[src/rtl/spi_eng_pkg.sv]
package spi_eng_pkg;
  localparam int REC_W  = 21;
  localparam int WORD_W = 16;
  localparam int LANES  = 4;

  typedef struct packed {
    logic        discard;
    logic        drive;
    logic        wide;
    logic [1:0]  lanes;
    logic [15:0] payload;
  } rec_t;
endpackage

[src/rtl/spi_eng_fifo.sv]
module spi_eng_fifo #(
  parameter int W     = 16,
  parameter int DEPTH = 4
) (
  input  logic         clk,
  input  logic         rst,
  input  logic         wr,
  input  logic [W-1:0] wdata,
  input  logic         rd,
  output logic [W-1:0] rdata,
  output logic         full,
  output logic         empty
);
  localparam int AW = (DEPTH > 1) ? $clog2(DEPTH) : 1;

  logic [W-1:0] mem [DEPTH];
  logic [AW-1:0] wp, rp;
  logic [AW:0]   cnt;

  wire do_wr = wr && !full;
  wire do_rd = rd && !empty;

  always_ff @(posedge clk) begin
    if (do_wr) mem[wp] <= wdata;
  end

  always_ff @(posedge clk) begin
    if (rst) begin
      wp  <= '0;
      rp  <= '0;
      cnt <= '0;
    end else begin
      if (do_wr) wp <= (wp == AW'(DEPTH - 1)) ? '0 : wp + 1'b1;
      if (do_rd) rp <= (rp == AW'(DEPTH - 1)) ? '0 : rp + 1'b1;
      case ({do_wr, do_rd})
        2'b10:   cnt <= cnt + 1'b1;
        2'b01:   cnt <= cnt - 1'b1;
        default: cnt <= cnt;
      endcase
    end
  end

  assign rdata = mem[rp];
  assign full  = (cnt == (AW+1)'(DEPTH));
  assign empty = (cnt == '0);
endmodule

[src/rtl/spi_eng_shift.sv]
module spi_eng_shift
  import spi_eng_pkg::*;
#(
  parameter int HALF_DIV = 2
) (
  input  logic              clk,
  input  logic              rst,
  input  logic              rec_avail,
  input  rec_t              rec,
  input  logic              rx_full,
  output logic              rec_take,
  output logic              rx_wr,
  output logic [WORD_W-1:0] rx_word,
  output logic              shifting,
  output logic              sck,
  output logic [LANES-1:0]  sd_out,
  output logic [LANES-1:0]  sd_oe,
  input  logic [LANES-1:0]  sd_in
);
  localparam int CW = $clog2(HALF_DIV) + 1;

  logic [CW-1:0]     cnt;
  logic [4:0]        pulses_left;
  logic [1:0]        mode_q;
  logic              wide_q, discard_q;
  logic [WORD_W-1:0] tx_sh, rx_sh;

  // decode of the record at the queue head
  logic [1:0]        mode_d;
  logic [WORD_W-1:0] word_d;
  logic [LANES-1:0]  oe_d;
  logic              start;

  function automatic logic [LANES-1:0] head_bits(logic [WORD_W-1:0] w, logic [1:0] m);
    case (m)
      2'd1:    return {2'b00, w[15:14]};
      2'd2:    return w[15:12];
      default: return {3'b000, w[15]};
    endcase
  endfunction

  function automatic logic [WORD_W-1:0] shift_on(logic [WORD_W-1:0] w, logic [1:0] m);
    case (m)
      2'd1:    return w << 2;
      2'd2:    return w << 4;
      default: return w << 1;
    endcase
  endfunction

  always_comb begin
    mode_d = (rec.lanes == 2'd3) ? 2'd0 : rec.lanes;
    word_d = rec.wide ? {rec.payload[7:0], rec.payload[15:8]}
                      : {rec.payload[7:0], 8'h00};
    case (mode_d)
      2'd1:    oe_d = rec.drive ? 4'b0011 : 4'b0000;
      2'd2:    oe_d = rec.drive ? 4'b1111 : 4'b0000;
      default: oe_d = 4'b0001;
    endcase
  end

  assign start    = !shifting && !rx_wr && rec_avail && (rec.discard || !rx_full);
  assign rec_take = start;

  always_ff @(posedge clk) begin
    if (rst) begin
      shifting    <= 1'b0;
      cnt         <= '0;
      pulses_left <= '0;
      mode_q      <= '0;
      wide_q      <= 1'b0;
      discard_q   <= 1'b0;
      tx_sh       <= '0;
      rx_sh       <= '0;
      rx_wr       <= 1'b0;
      rx_word     <= '0;
      sck         <= 1'b0;
      sd_out      <= '0;
      sd_oe       <= '0;
    end else begin
      rx_wr <= 1'b0;
      if (start) begin
        shifting    <= 1'b1;
        sck         <= 1'b0;
        cnt         <= CW'(HALF_DIV - 1);
        mode_q      <= mode_d;
        wide_q      <= rec.wide;
        discard_q   <= rec.discard;
        pulses_left <= (rec.wide ? 5'd16 : 5'd8) >> mode_d;
        tx_sh       <= word_d;
        rx_sh       <= '0;
        sd_out      <= head_bits(word_d, mode_d);
        sd_oe       <= oe_d;
      end else if (shifting) begin
        if (cnt == '0) begin
          cnt <= CW'(HALF_DIV - 1);
          sck <= !sck;
          if (!sck) begin
            case (mode_q)
              2'd1:    rx_sh <= {rx_sh[13:0], sd_in[1:0]};
              2'd2:    rx_sh <= {rx_sh[11:0], sd_in[3:0]};
              default: rx_sh <= {rx_sh[14:0], sd_in[1]};
            endcase
          end else if (pulses_left == 5'd1) begin
            shifting    <= 1'b0;
            pulses_left <= '0;
            sd_oe       <= '0;
            rx_wr       <= !discard_q;
            rx_word     <= wide_q ? {rx_sh[7:0], rx_sh[15:8]} : {8'h00, rx_sh[7:0]};
          end else begin
            pulses_left <= pulses_left - 1'b1;
            tx_sh       <= shift_on(tx_sh, mode_q);
            sd_out      <= head_bits(shift_on(tx_sh, mode_q), mode_q);
          end
        end else begin
          cnt <= cnt - 1'b1;
        end
      end
    end
  end
endmodule

[src/rtl/spi_lane_engine.sv]
module spi_lane_engine
  import spi_eng_pkg::*;
#(
  parameter int HALF_DIV = 2,
  parameter int TX_DEPTH = 4,
  parameter int RX_DEPTH = 4
) (
  input  logic         clk,
  input  logic         rst,
  input  logic         tx_push,
  input  logic [20:0]  tx_data,
  output logic         tx_full,
  input  logic         rx_pop,
  output logic [15:0]  rx_data,
  output logic         rx_empty,
  output logic         busy,
  output logic         cs_n,
  output logic         sck,
  output logic [3:0]   sd_out,
  output logic [3:0]   sd_oe,
  input  logic [3:0]   sd_in
);
  logic [REC_W-1:0]  head_raw;
  logic              tx_empty, take;
  logic              rx_wr_i, rx_full_i, shifting;
  logic [WORD_W-1:0] rx_word;

  spi_eng_fifo #(.W(REC_W), .DEPTH(TX_DEPTH)) u_txq (
    .clk(clk), .rst(rst), .wr(tx_push), .wdata(tx_data),
    .rd(take), .rdata(head_raw), .full(tx_full), .empty(tx_empty)
  );

  spi_eng_shift #(.HALF_DIV(HALF_DIV)) u_core (
    .clk(clk), .rst(rst), .rec_avail(!tx_empty), .rec(rec_t'(head_raw)),
    .rx_full(rx_full_i), .rec_take(take), .rx_wr(rx_wr_i), .rx_word(rx_word),
    .shifting(shifting), .sck(sck), .sd_out(sd_out), .sd_oe(sd_oe), .sd_in(sd_in)
  );

  spi_eng_fifo #(.W(WORD_W), .DEPTH(RX_DEPTH)) u_rxq (
    .clk(clk), .rst(rst), .wr(rx_wr_i), .wdata(rx_word),
    .rd(rx_pop), .rdata(rx_data), .full(rx_full_i), .empty(rx_empty)
  );

  assign busy = shifting || rx_wr_i || !tx_empty;
  assign cs_n = !busy;
endmodule

[config.mk]
export PLATFORM = sky130hd
export DESIGN_NAME = spi_lane_engine
export DESIGN_NICKNAME = d
export VERILOG_FILES = /design/src/rtl/spi_eng_pkg.sv /design/src/rtl/spi_eng_fifo.sv /design/src/rtl/spi_eng_shift.sv /design/src/rtl/spi_lane_engine.sv
export SDC_FILE = /design/constraint.sdc
export NUM_CORES = 1
export LEC_CHECK = 0
export ABC_AREA = 1
export BUFFER_PORTS_ARGS = -buffer_cell sky130_fd_sc_hd__buf_2
export CAP_MARGIN = 10
export CORE_MARGIN = 2
export CORE_UTILIZATION = 55
export DETAILED_ROUTE_END_ITERATION = 16
export GPL_TIMING_DRIVEN = 1
export PLACE_DENSITY = 0.76
export SETUP_SLACK_MARGIN = 0.05
export SLEW_MARGIN = 20
export SYNTH_ARGS = -nofsm -noshare
export SYNTH_HDL_FRONTEND = slang
export SYNTH_HIERARCHICAL = 1
export SYNTH_SLANG_ARGS = --single-unit
export TNS_END_PERCENT = 20
[constraint.sdc]
create_clock -name clk -period 2.4 [get_ports clk]
set_clock_uncertainty 0.2 [all_clocks]
set_input_delay 0.36 -clock clk [delete_from_list [all_inputs] [get_ports clk]]
set_output_delay 0.36 -clock clk [all_outputs]
set_load 0.02 [all_outputs]
==> out/metrics.csv, run 1 <==
stage,metric,value,unit
detailed_routing,Starting DRT DRC Count,519,
critical_path,CP Cell Sequence,"buf_4, o21ai_1, o22ai_1, buf_2",
power,Seq pwr share,36.8,%
power,clock network power share,27.3,%
clocking,CTS tree,done,
synthesis,Syn. warnings,6,
global_route,pin count of the biggest net entering global routing,41,
floorplanning,Core Region,18700,µm²
power,sw power,5.24,mW
detailed_routing,DR vias/cell,5.38,
synthesis,most area-consuming cells after synthesis,"edfxtp_1 (42%), dfxtp_1 (16%), nand2_1 (7.6%)",
floorplanning,DIE HEIGHT,142,µm
global_route,grt total ovfl,0,
power,logic gate share of total power,35.9,%
placed_design,Port Buffers,57,
finish,layout cells sized above 1,14.8,%
floorplanning,row count,50,
clocking,Worst-path clk slew,60,ps
status,status,completed,
critical_path,Crit path required time,1840,ps
power,Sw Ratio,37.2,%
global_route,first-pass GRT wire length,35900,µm
power,Power Density,1160,nW/µm²
critical_path,critical path launch point type,flop,
timing,final setup vio count,0,
power,total power,14.1,mW
synthesis,post-synth cell types,36,
floorplanning,# IOs,58,
clocking,worst skew pair latency,520,ps
finish,nets@finish,1258,
synthesis,Synth top area share,42.5,%
critical_path,Worst path slowest cell,dfxtp_1,
synthesis,synthesized flop and latch total,234,
detailed_routing,TritonRoute pass-1 iters,7,
timing,fmax,436,MHz
critical_path,"slowest stage delay, CP",480,ps
detailed_routing,DR DRC count,0,
clocking,clock sink total,234,
timing,fin crit period,2290,ps
detailed_routing,Final ANT Viol Nets,0,
global_route,vias in the first global route,7478,
global_route,M2 GR Usage,40.9,%
timing,Worst Tran Pin Value,518,ps
power,leak pwr,4.94,nW
clocking,Setup Buffers After CTS,0,
placed_design,Routability Congestion,0.851,
detailed_routing,"wirelength, routed",22000,µm
power,maximum VDD drop,651,µV
floorplanning,Starting Density,56.0,%
timing,Tcrit/Tclk final,95.5,%
detailed_routing,vias,7836,
synthesis,commonest cells in the netlist,"nand2_1 (213), nor2_1 (166), edfxtp_1 (148), inv_1 (89), dfxtp_1 (86)",
clocking,H-tree Lvls,1,
floorplanning,Die Wd,142,µm
synthesis,Mapped Nets,1173,
floorplanning,DIE AREA,20200,µm²
synthesis,post-synthesis sequential area ratio,58.9,%
synthesis,cell with the most instances after synthesis,nand2_1,
critical_path,Setup CP Type,flop to output pin,
timing,final hold vios,0,
global_route,GR Util met3,3.20,%
timing,Final Max Tran Viols,0,
min_path,Hold Crit Class,input pin to flop,
synthesis,"EDFF count, synth",148,
clocking,CTS root buf,clkbuf_16,
timing,relative slew slack,65.3,%
finish,Area Overhead vs Synth,15.7,%
critical_path,"Arr. time, crit path",1730,ps
global_route,gr busiest metal,met2,
global_route,grt met1 use,26.3,%
clocking,TritonCTS buffer count,24,
clocking,deepest clock path buffer count,3,
synthesis,Mapped Cells,1119,
synthesis,asr flop ratio synth,0,%
synthesis,Mean Syn Cell Area,9.36,µm²
synthesis,dominant synthesized flop cell,edfxtp_1,
synthesis,Synth area leader,edfxtp_1,
critical_path,CP max FO,11,
finish,Ant. Diodes,0,
run,max_cap viols,0,
timing,RSZ-0062 raised after global routing,yes,
global_route,GRT Resource Usage Total,22.0,%
finish,design area,12100,µm²
critical_path,CP Capture Type,output pin,
synthesis,Post-Syn Area,10500,µm²
global_route,initial antenna violation count,0,
detailed_routing,Avg WL per Cell,15.1,µm
placed_design,Post-DP HPWL,14100,µm
power,Cell Int Power,8.85,mW
placed_design,area post-placement,11000,µm²
==> power groups by stage <==
stage               Combinational [mW]  Clock, mW  Sequential (mW)
floorplan                         3.85          0             5.17
finish                            5.05       3.85             5.19
global route                      5.73       4.06             5.24
CTS                               5.00       3.91             5.16
detailed placement                4.92          0             5.24
global placement                  4.82          0             5.23
==> through the flow <==
stage	instances	setup TNS, ps	worst slack (ps)	hold WS, ps	util [%]
finish	1456	0	107	90.4	64.8
global route	1456	-6.05	-6.05	109	64.8
CTS	1456	0	39.7	74.8	64.5
detailed placement	1387	0	15.6	255	58.7
global placement	1387	0	117	246	58.7
floorplan	1119	-43.5	-43.5	236	-
==> layout make-up <==
cell class                      count  area (µm²)
Clock buffer                       30         684
Clock inverter                     14         153
Fill cell                        1468        6590
Inverter                           97         374
Multi-Input combinational cell    735        3640
Sequential cell                   234        6170
Tap cell                          234         293
Timing Repair Buffer              112         793
==> kinds of logic (layout without fill, tap and decap cells) <==
group,count (synthesis),in the layout,share of synthesized area [%]
AOI/OAI and AO/OA,254,254,13.0
xor gates and xnor gates,1,1,0.0837
adders and majority gates,25,25,3.13
buffers and inverters,150,253,6.79
DFF,234,234,58.9
and+or+nand+nor,455,455,18.1
==> critical path, delay by kind of cell, from the launching register on <==
family | cells | cell delay [ps]
DFF | 1 | 480
buffers and inverters | 2 | 440
AOI/OAI and AO/OA | 2 | 290
==> final timing paths <==
check / from / to / slack (ps) / cells after the start
max: flop / rx_data[15] / 110 / 4
min: rst / u_core/sd_oe[0] / 90 / 3
max reg2reg: flop / u_txq/cnt[2] / 140 / 17
min reg2reg: u_core/cnt[1] / u_core/cnt[1] / 270 / 2
==> what timing repair did <==
item | 4_1_cts | 5_1_grt
gates resized for setup | 2 | 14
endpoints found under the setup margin | 9 | 17
hold buffers | 25 | 0
hold endpoints to repair | 91 | 0
pin swaps | 0 | 8
==> registers in the layout, summed over array words and instances, names as in the netlist, 3 cells and up, named ones only <==
register,flops
u_txq/mem,84
u_rxq/mem,64
u_core/rx_sh,16
u_core/rx_word,16
u_core/tx_sh,15
u_core/pulses_left,5
u_core/sd_out,4
u_core/sd_oe,3
u_rxq/cnt,3
u_txq/cnt,3
==> metal layers <==
layer | vias to the layer above | share of wire [%]
met5 | - | 0
met4 | 0 | 2.9
met3 | 48 | 4.1
met2 | 185 | 51
met1 | 3657 | 42
li1 | 3946 | -
==> placed cells by master, fill, tap and decap left out, types with 35 or more instances in the layout <==
master / instances
a21oi_1: 60
buf_2: 57
dfxtp_1: 82
edfxtp_1: 148
inv_1: 85
nand2_1: 209
nand3_1: 35
nor2_1: 164
o21ai_0: 82
o21ai_1: 59
o22ai_1: 36
Note: power is estimated with default switching activity, not from simulation.
==> run 2: changes to the inputs <==
- SYNTH_HIERARCHICAL: 1 -> default
==> out/metrics.csv, run 2 <==
stage,metric,value,unit,change
clocking,Worst-path clk slew,60,ps,about the same
synthesis,Mean Syn Cell Area,9.86,µm²,+5.4%
detailed_routing,TritonRoute pass-1 iters,5,,-2
finish,final instance count without filler cells,1372,,-5.8%
power,leak pwr,4.65,nW,-5.9%
timing,sum of negative setup slack,0,ps,unchanged
placed_design,placed insts,1307,,-5.8%
synthesis,dominant synthesized flop cell,edfxtp_1,,
synthesis,synthesized flop and latch total,234,,unchanged
floorplanning,DIE HEIGHT,140,µm,-1.2%
timing,final setup vio count,0,,unchanged
global_route,vias in the first global route,7203,,-3.7%
timing,Worst Tran Pin Value,711,ps,+193 ps
finish,most flop-heavy register,u_txq.mem,,
synthesis,most area-consuming cells after synthesis,"edfxtp_1 (43%), dfxtp_1 (17%), o21ai_0 (6.1%)",,
status,status,completed,,
timing,relative slew slack,52.5,%,-13 points
synthesis,commonest cells in the netlist,"edfxtp_1 (148), nor2_1 (148), nand2_1 (134), o21ai_0 (124), dfxtp_1 (86)",,
clocking,deepest clock path buffer count,3,,unchanged
global_route,GRT Resource Usage Total,23.3,%,+1.3 points
global_route,first-pass GRT wire length,36800,µm,+2.5%
timing,final hold vios,0,,unchanged
timing,fin crit period,2230,ps,-67.9 ps
global_route,pin count of the biggest net entering global routing,33,,-20%
synthesis,Mapped Cells,1037,,-7.3%
detailed_routing,Avg WL per Cell,16.6,µm,+9.8%
timing,fmax,449,MHz,+3.1%
finish,Ant. Diodes,0,,unchanged
synthesis,Syn. warnings,0,,-6
finish,nets@finish,1177,,-6.4%
synthesis,"EDFF count, synth",148,,unchanged
detailed_routing,DR vias/cell,5.64,,+4.8%
finish,total of fill cells in the finished design,1333,,-9.2%
finish,most common library cell in the layout ignoring fill and taps,edfxtp_1,,
critical_path,CP Capture Type,output pin,,
power,Power Density,1240,nW/µm²,+6.3%
clocking,clock sink total,234,,unchanged
clocking,Setup Buffers After CTS,0,,unchanged
floorplanning,DIE AREA,19700,µm²,-2.3%
floorplanning,row count,49,,-2.0%
critical_path,Setup CP Type,flop to output pin,,
clocking,TritonCTS buffer count,24,,unchanged
finish,Regs by FF count,"u_txq.mem x84, u_rxq.mem x64",,
detailed_routing,vias,7735,,-1.3%
timing,RSZ-0062 raised after global routing,yes,,
timing,Tcrit/Tclk final,92.7,%,-2.8 points
finish,layout cells sized above 1,16.8,%,+2.0 points
clocking,H-tree Lvls,1,,unchanged
synthesis,Synth top area share,43.5,%,+1.0 points
synthesis,Synth area leader,edfxtp_1,,
finish,Reg area,6170,µm²,unchanged
finish,Largest register FFs,84,,unchanged
synthesis,post-synth cell types,45,,+25%
finish,"commonest non-fill, non-tap cells in the layout","edfxtp_1 (148), nor2_1 (142), nand2_1 (134)",,
global_route,grt total ovfl,0,,unchanged
power,total power,14.7,mW,+4.3%
clocking,CTS tree,done,,
clocking,CTS root buf,clkbuf_16,,
synthesis,post-synthesis sequential area ratio,60.3,%,+1.4 points
detailed_routing,DR DRC count,0,,unchanged
critical_path,"Arr. time, crit path",1670,ps,-60 ps
critical_path,CP max FO,18,,+7
global_route,initial antenna violation count,0,,unchanged
synthesis,Mapped Nets,1089,,-7.2%
critical_path,Crit path required time,1840,ps,about the same
floorplanning,Core Region,18100,µm²,-3.3%
timing,Final Max Tran Viols,0,,unchanged
detailed_routing,Final ANT Viol Nets,0,,unchanged
finish,Area Overhead vs Synth,16.2,%,
critical_path,critical path launch point type,flop,,
detailed_routing,"wirelength, routed",22800,µm,+3.4%
placed_design,Routability Congestion,0.925,,+8.8%
floorplanning,# IOs,58,,unchanged
clocking,worst skew pair latency,510,ps,about the same
finish,area of the multi-input gates,3460,µm²,-4.9%
floorplanning,Starting Density,56.5,%,+0.55 points
floorplanning,Die Wd,140,µm,-1.2%
placed_design,Port Buffers,57,,unchanged
placed_design,Post-DP HPWL,14600,µm,+3.4%
synthesis,asr flop ratio synth,0,%,unchanged
power,maximum VDD drop,877,µV,+35%
detailed_routing,Starting DRT DRC Count,916,,+76%
synthesis,Post-Syn Area,10200,µm²,-2.4%
min_path,Hold Crit Class,input pin to flop,,
run,max_cap viols,0,,unchanged
## run 2: changes by cell type in the layout (fill, tap and decap cells not counted), sizes merged, moves of 6 or more
cell / before / now
nand3b: 7 / 0
o21ai: 142 / 153
nand2: 221 / 143
a21oi: 60 / 68
inv: 97 / 71
o211ai: 1 / 7
buf: 87 / 99
nor2: 175 / 152
o21a: 10 / 0
nand3: 39 / 50
nor3: 5 / 13
## run 2: cell type report
cell class                      count  area share (%)
Timing Repair Buffer              120            6.85
Inverter                           76            2.55
Sequential cell                   234            52.0
Clock inverter                     15            1.54
Multi-Input combinational cell    669            29.1
Clock buffer                       29            5.56
Tap cell                          229            2.41
## run 2: worst max-delay path: stages, from the launching register on
cell and delay, ps:
dfxtp_1 350, buf_4 230, o21ai_0 160, o22ai_1 220, buf_2 200
## run 2: worst paths after layout
| kind | startpoint | to | slack (ps) | cells past startpoint |
|---|---|---|---|---|
| setup / recovery | flop | rx_data[11] | 170 | 4 |
| hold / removal | sd_in[2] | u_core.rx_sh[2] | 50 | 5 |
| setup reg to reg | flop | u_core.sd_out[0] | 220 | 12 |
| hold reg to reg | u_core.discard_q | u_core.rx_wr | 260 | 1 |
## run 2: metrics by stage
step / util [%] / worst slack (ps) / hold slack (ps) / cell area [µm²]
global route: 65.7 / 45.3 / 83.1 / 11900
CTS: 65.5 / 36.8 / 41.2 / 11800
global placement: 59.6 / 98.1 / 246 / 10800
finish: 65.7 / 175 / 52.5 / 11900
floorplan: - / 65.6 / 196 / 10200
detailed placement: 59.6 / 8.49 / 241 / 10800
## run 2: repair_timing
item / 4_1_cts / 5_1_grt
setup endpoints to repair: 6 / 12
pin swaps: 0 / 1
resized for setup: 2 / 17
hold buffers: 21 / 0
endpoints found under the hold margin: 84 / 0
## run 2: logic make-up (layout without fill, tap and decap cells)
group	count (synthesis)	in the layout	synth area share (%)
AO/OA/AOI/OAI	274	274	14.7
XOR/XNOR	3	3	0.257
adder cells (fa/ha/maj)	23	23	2.96
buffers and inverters	134	240	6.21
flip-flops	234	234	60.3
AND/OR/NAND/NOR	369	369	15.6
## run 2: where the power goes
part | switching [mW] | internal [mW] | leakage (nW)
Sequential | 0.354 | 4.76 | 2.13
Clock | 1.50 | 2.39 | 0.405
Combinational | 3.83 | 1.86 | 2.11
## run 2: metal layers
| metal | vias to the layer above | GRT usage (%) | routed length, µm |
|---|---|---|---|
| li1 | 3768 | - | - |
| met1 | 3627 | 33.0 | 10000 |
| met2 | 294 | 37.1 | 10500 |
| met3 | 46 | 3.83 | 1730 |
| met4 | 0 | 7.18 | 552 |
| met5 | - | 0 | 0 |
==> run 3: changes to the inputs <==
- CORE_MARGIN: 2 -> 4
==> out/metrics.csv, run 3 (same netlist as run 2, synthesis figures left out) <==
stage,metric,value,unit,change
detailed_routing,"wirelength, routed",22900,µm,+0.51%
placed_design,Post-DP HPWL,14900,µm,+2.1%
timing,fin crit period,2250,ps,+28.4 ps
timing,relative slew slack,69.2,%,+17 points
floorplanning,Die Wd,144,µm,+2.9%
clocking,CTS tree,done,,
power,total power,14.6,mW,-0.95%
finish,Largest register FFs,84,,unchanged
timing,final setup vio count,0,,unchanged
placed_design,placed insts,1308,,+0.077%
detailed_routing,Avg WL per Cell,16.7,µm,+0.44%
finish,nets@finish,1178,,+0.085%
finish,"commonest non-fill, non-tap cells in the layout","edfxtp_1 (148), nor2_1 (143), nand2_1 (134)",,
clocking,worst skew pair latency,500,ps,about the same
global_route,vias in the first global route,7272,,+0.96%
detailed_routing,vias,7689,,-0.59%
global_route,pin count of the biggest net entering global routing,39,,+18%
timing,Worst Tran Pin Value,462,ps,-250 ps
power,Sw Ratio,38.7,%,about the same
timing,Final Max Tran Viols,0,,unchanged
detailed_routing,TritonRoute pass-1 iters,5,,unchanged
global_route,GRT Resource Usage Total,22.3,%,-1.0 points
status,status,completed,,
detailed_routing,Starting DRT DRC Count,773,,-16%
critical_path,Worst path slowest cell,dfxtp_2,,
floorplanning,row count,49,,unchanged
min_path,Hold Crit Class,input pin to flop,,
timing,final hold vios,0,,unchanged
timing,Tcrit/Tclk final,93.9,%,+1.2 points
clocking,TritonCTS buffer count,24,,unchanged
finish,area of the multi-input gates,3460,µm²,about the same
finish,final instance count without filler cells,1373,,+0.073%
power,Power Density,1230,nW/µm²,-0.86%
critical_path,Crit path required time,1840,ps,about the same
finish,most flop-heavy register,u_txq.mem,,
clocking,CTS root buf,clkbuf_16,,
clocking,Worst-path clk slew,70,ps,about the same
critical_path,Crit path buffers/inverters,3,,+1
floorplanning,DIE AREA,20800,µm²,+5.8%
clocking,clock sink total,234,,unchanged
critical_path,Setup CP Type,flop to output pin,,
power,Cell Int Power,8.93,mW,-0.98%
critical_path,critical path launch point type,flop,,
power,Seq pwr share,34.9,%,about the same
detailed_routing,DR DRC count,0,,unchanged
clocking,H-tree Lvls,1,,unchanged
critical_path,"Arr. time, crit path",1690,ps,+20 ps
floorplanning,DIE HEIGHT,144,µm,+2.9%
clocking,deepest clock path buffer count,3,,unchanged
power,logic gate share of total power,38.8,%,about the same
power,leak pwr,4.66,nW,+0.28%
critical_path,"slowest stage delay, CP",400,ps,+50 ps
finish,Area Overhead vs Synth,16.1,%,about the same
detailed_routing,Final ANT Viol Nets,0,,unchanged
finish,layout cells sized above 1,16.4,%,-0.36 points
floorplanning,# IOs,58,,unchanged
power,maximum VDD drop,791,µV,-9.8%
global_route,grt total ovfl,0,,unchanged
critical_path,critical path's top delay family,buffers and inverters,,
timing,fmax,444,MHz,-1.3%
critical_path,CP max FO,16,,-2
critical_path,CP Cell Sequence,"inv_1, buf_4, o21ai_0, o22ai_1, buf_2",,
critical_path,CP Capture Type,output pin,,
floorplanning,Core Region,18100,µm²,+0.34%
placed_design,Routability Congestion,0.877,,-5.2%
floorplanning,Starting Density,56.3,%,-0.19 points
global_route,initial antenna violation count,0,,unchanged
power,sw power,5.63,mW,-0.91%
finish,Ant. Diodes,0,,unchanged
global_route,first-pass GRT wire length,37200,µm,+1.1%
timing,sum of negative setup slack,0,ps,unchanged
placed_design,Port Buffers,57,,unchanged
run,max_cap viols,0,,unchanged
power,clock network power share,26.2,%,-0.2 points
detailed_routing,DR vias/cell,5.60,,-0.67%
finish,total of fill cells in the finished design,1384,,+3.8%
finish,most common library cell in the layout ignoring fill and taps,edfxtp_1,,
finish,Reg area,6170,µm²,about the same
timing,RSZ-0062 raised after global routing,yes,,
finish,Regs by FF count,"u_txq.mem x84, u_rxq.mem x64",,
-- run 3: cell types whose count changed in the layout (fill, tap and decap cells not counted), sizes merged --
cell / delta
clkinv: -1
clkbuf: +4
clkinvlp: -3
bufinv: -2
buf: +1
inv: +2
-- run 3: stage by stage --
step | instance area (µm²) | setup WS [ps] | hold slack [ps] | util, %
finish | 11900 | 147 | 46.0 | 65.4
global route | 11900 | 20.0 | 72.6 | 65.4
CTS | 11800 | 45.9 | 45.0 | 65.2
detailed placement | 10800 | 101 | 234 | 59.5
global placement | 10800 | 155 | 233 | 59.5
floorplan | 10200 | 65.6 | 196 | -
-- run 3: what timing repair did --
action / 4_1_cts / 5_1_grt
endpoints found under the setup margin: 10 / 21
buffers inserted: 0 / 0
pin swaps: 0 / 0
resized for setup: 1 / 12
hold endpoints to repair: 84 / 0
hold buffers: 21 / 0
-- run 3: final timing paths --
kind,from,endpoint,slack [ps],depth (start not counted)
max reg2reg,u_txq.mem[1][20],u_core.tx_sh[12],180,10
min reg2reg,u_core.discard_q,u_core.rx_wr,240,1
max,flop,rx_data[5],150,5
min,sd_in[3],u_core.rx_sh[3],50,5
-- run 3: power groups by stage --
| stage | combinational, mW | sequential [mW] | clock [mW] |
|---|---|---|---|
| 2_1_floorplan | 4.21 | 5.11 | 0 |
| 3_3_place_gp | 5.41 | 5.13 | 0 |
| 3_5_place_dp | 5.51 | 5.14 | 0 |
| 4_1_cts | 5.58 | 5.07 | 3.88 |
| 5_1_grt | 6.31 | 5.14 | 4.08 |
| 6_report | 5.65 | 5.09 | 3.82 |
-- run 3: routing by layer --
metal  wire, µm  vias to the layer above  GRT usage, %
met5          0                        -             0
met4        403                        0          5.15
met3       1460                       34          2.94
met2      10800                      273          36.2
met1      10200                     3611          32.2
li1           -                     3771             -
-- run 3: area by class of cell --
| cell class | count | area share (%) |
|---|---|---|
| multi-input combinational | 669 | 29.1 |
| timing repair buffer | 121 | 6.92 |
| sequential | 234 | 52.0 |
| clock inverter | 11 | 0.959 |
| tap | 229 | 2.41 |
| inverter | 76 | 2.52 |
| clock buffer | 33 | 6.05 |
-- run 3: worst min-delay path, cell delays in order --
cell and delay (ps):
buf_2 100, nand2_1 50, o211ai_1 70, nand2_1 60, a21oi_1 50
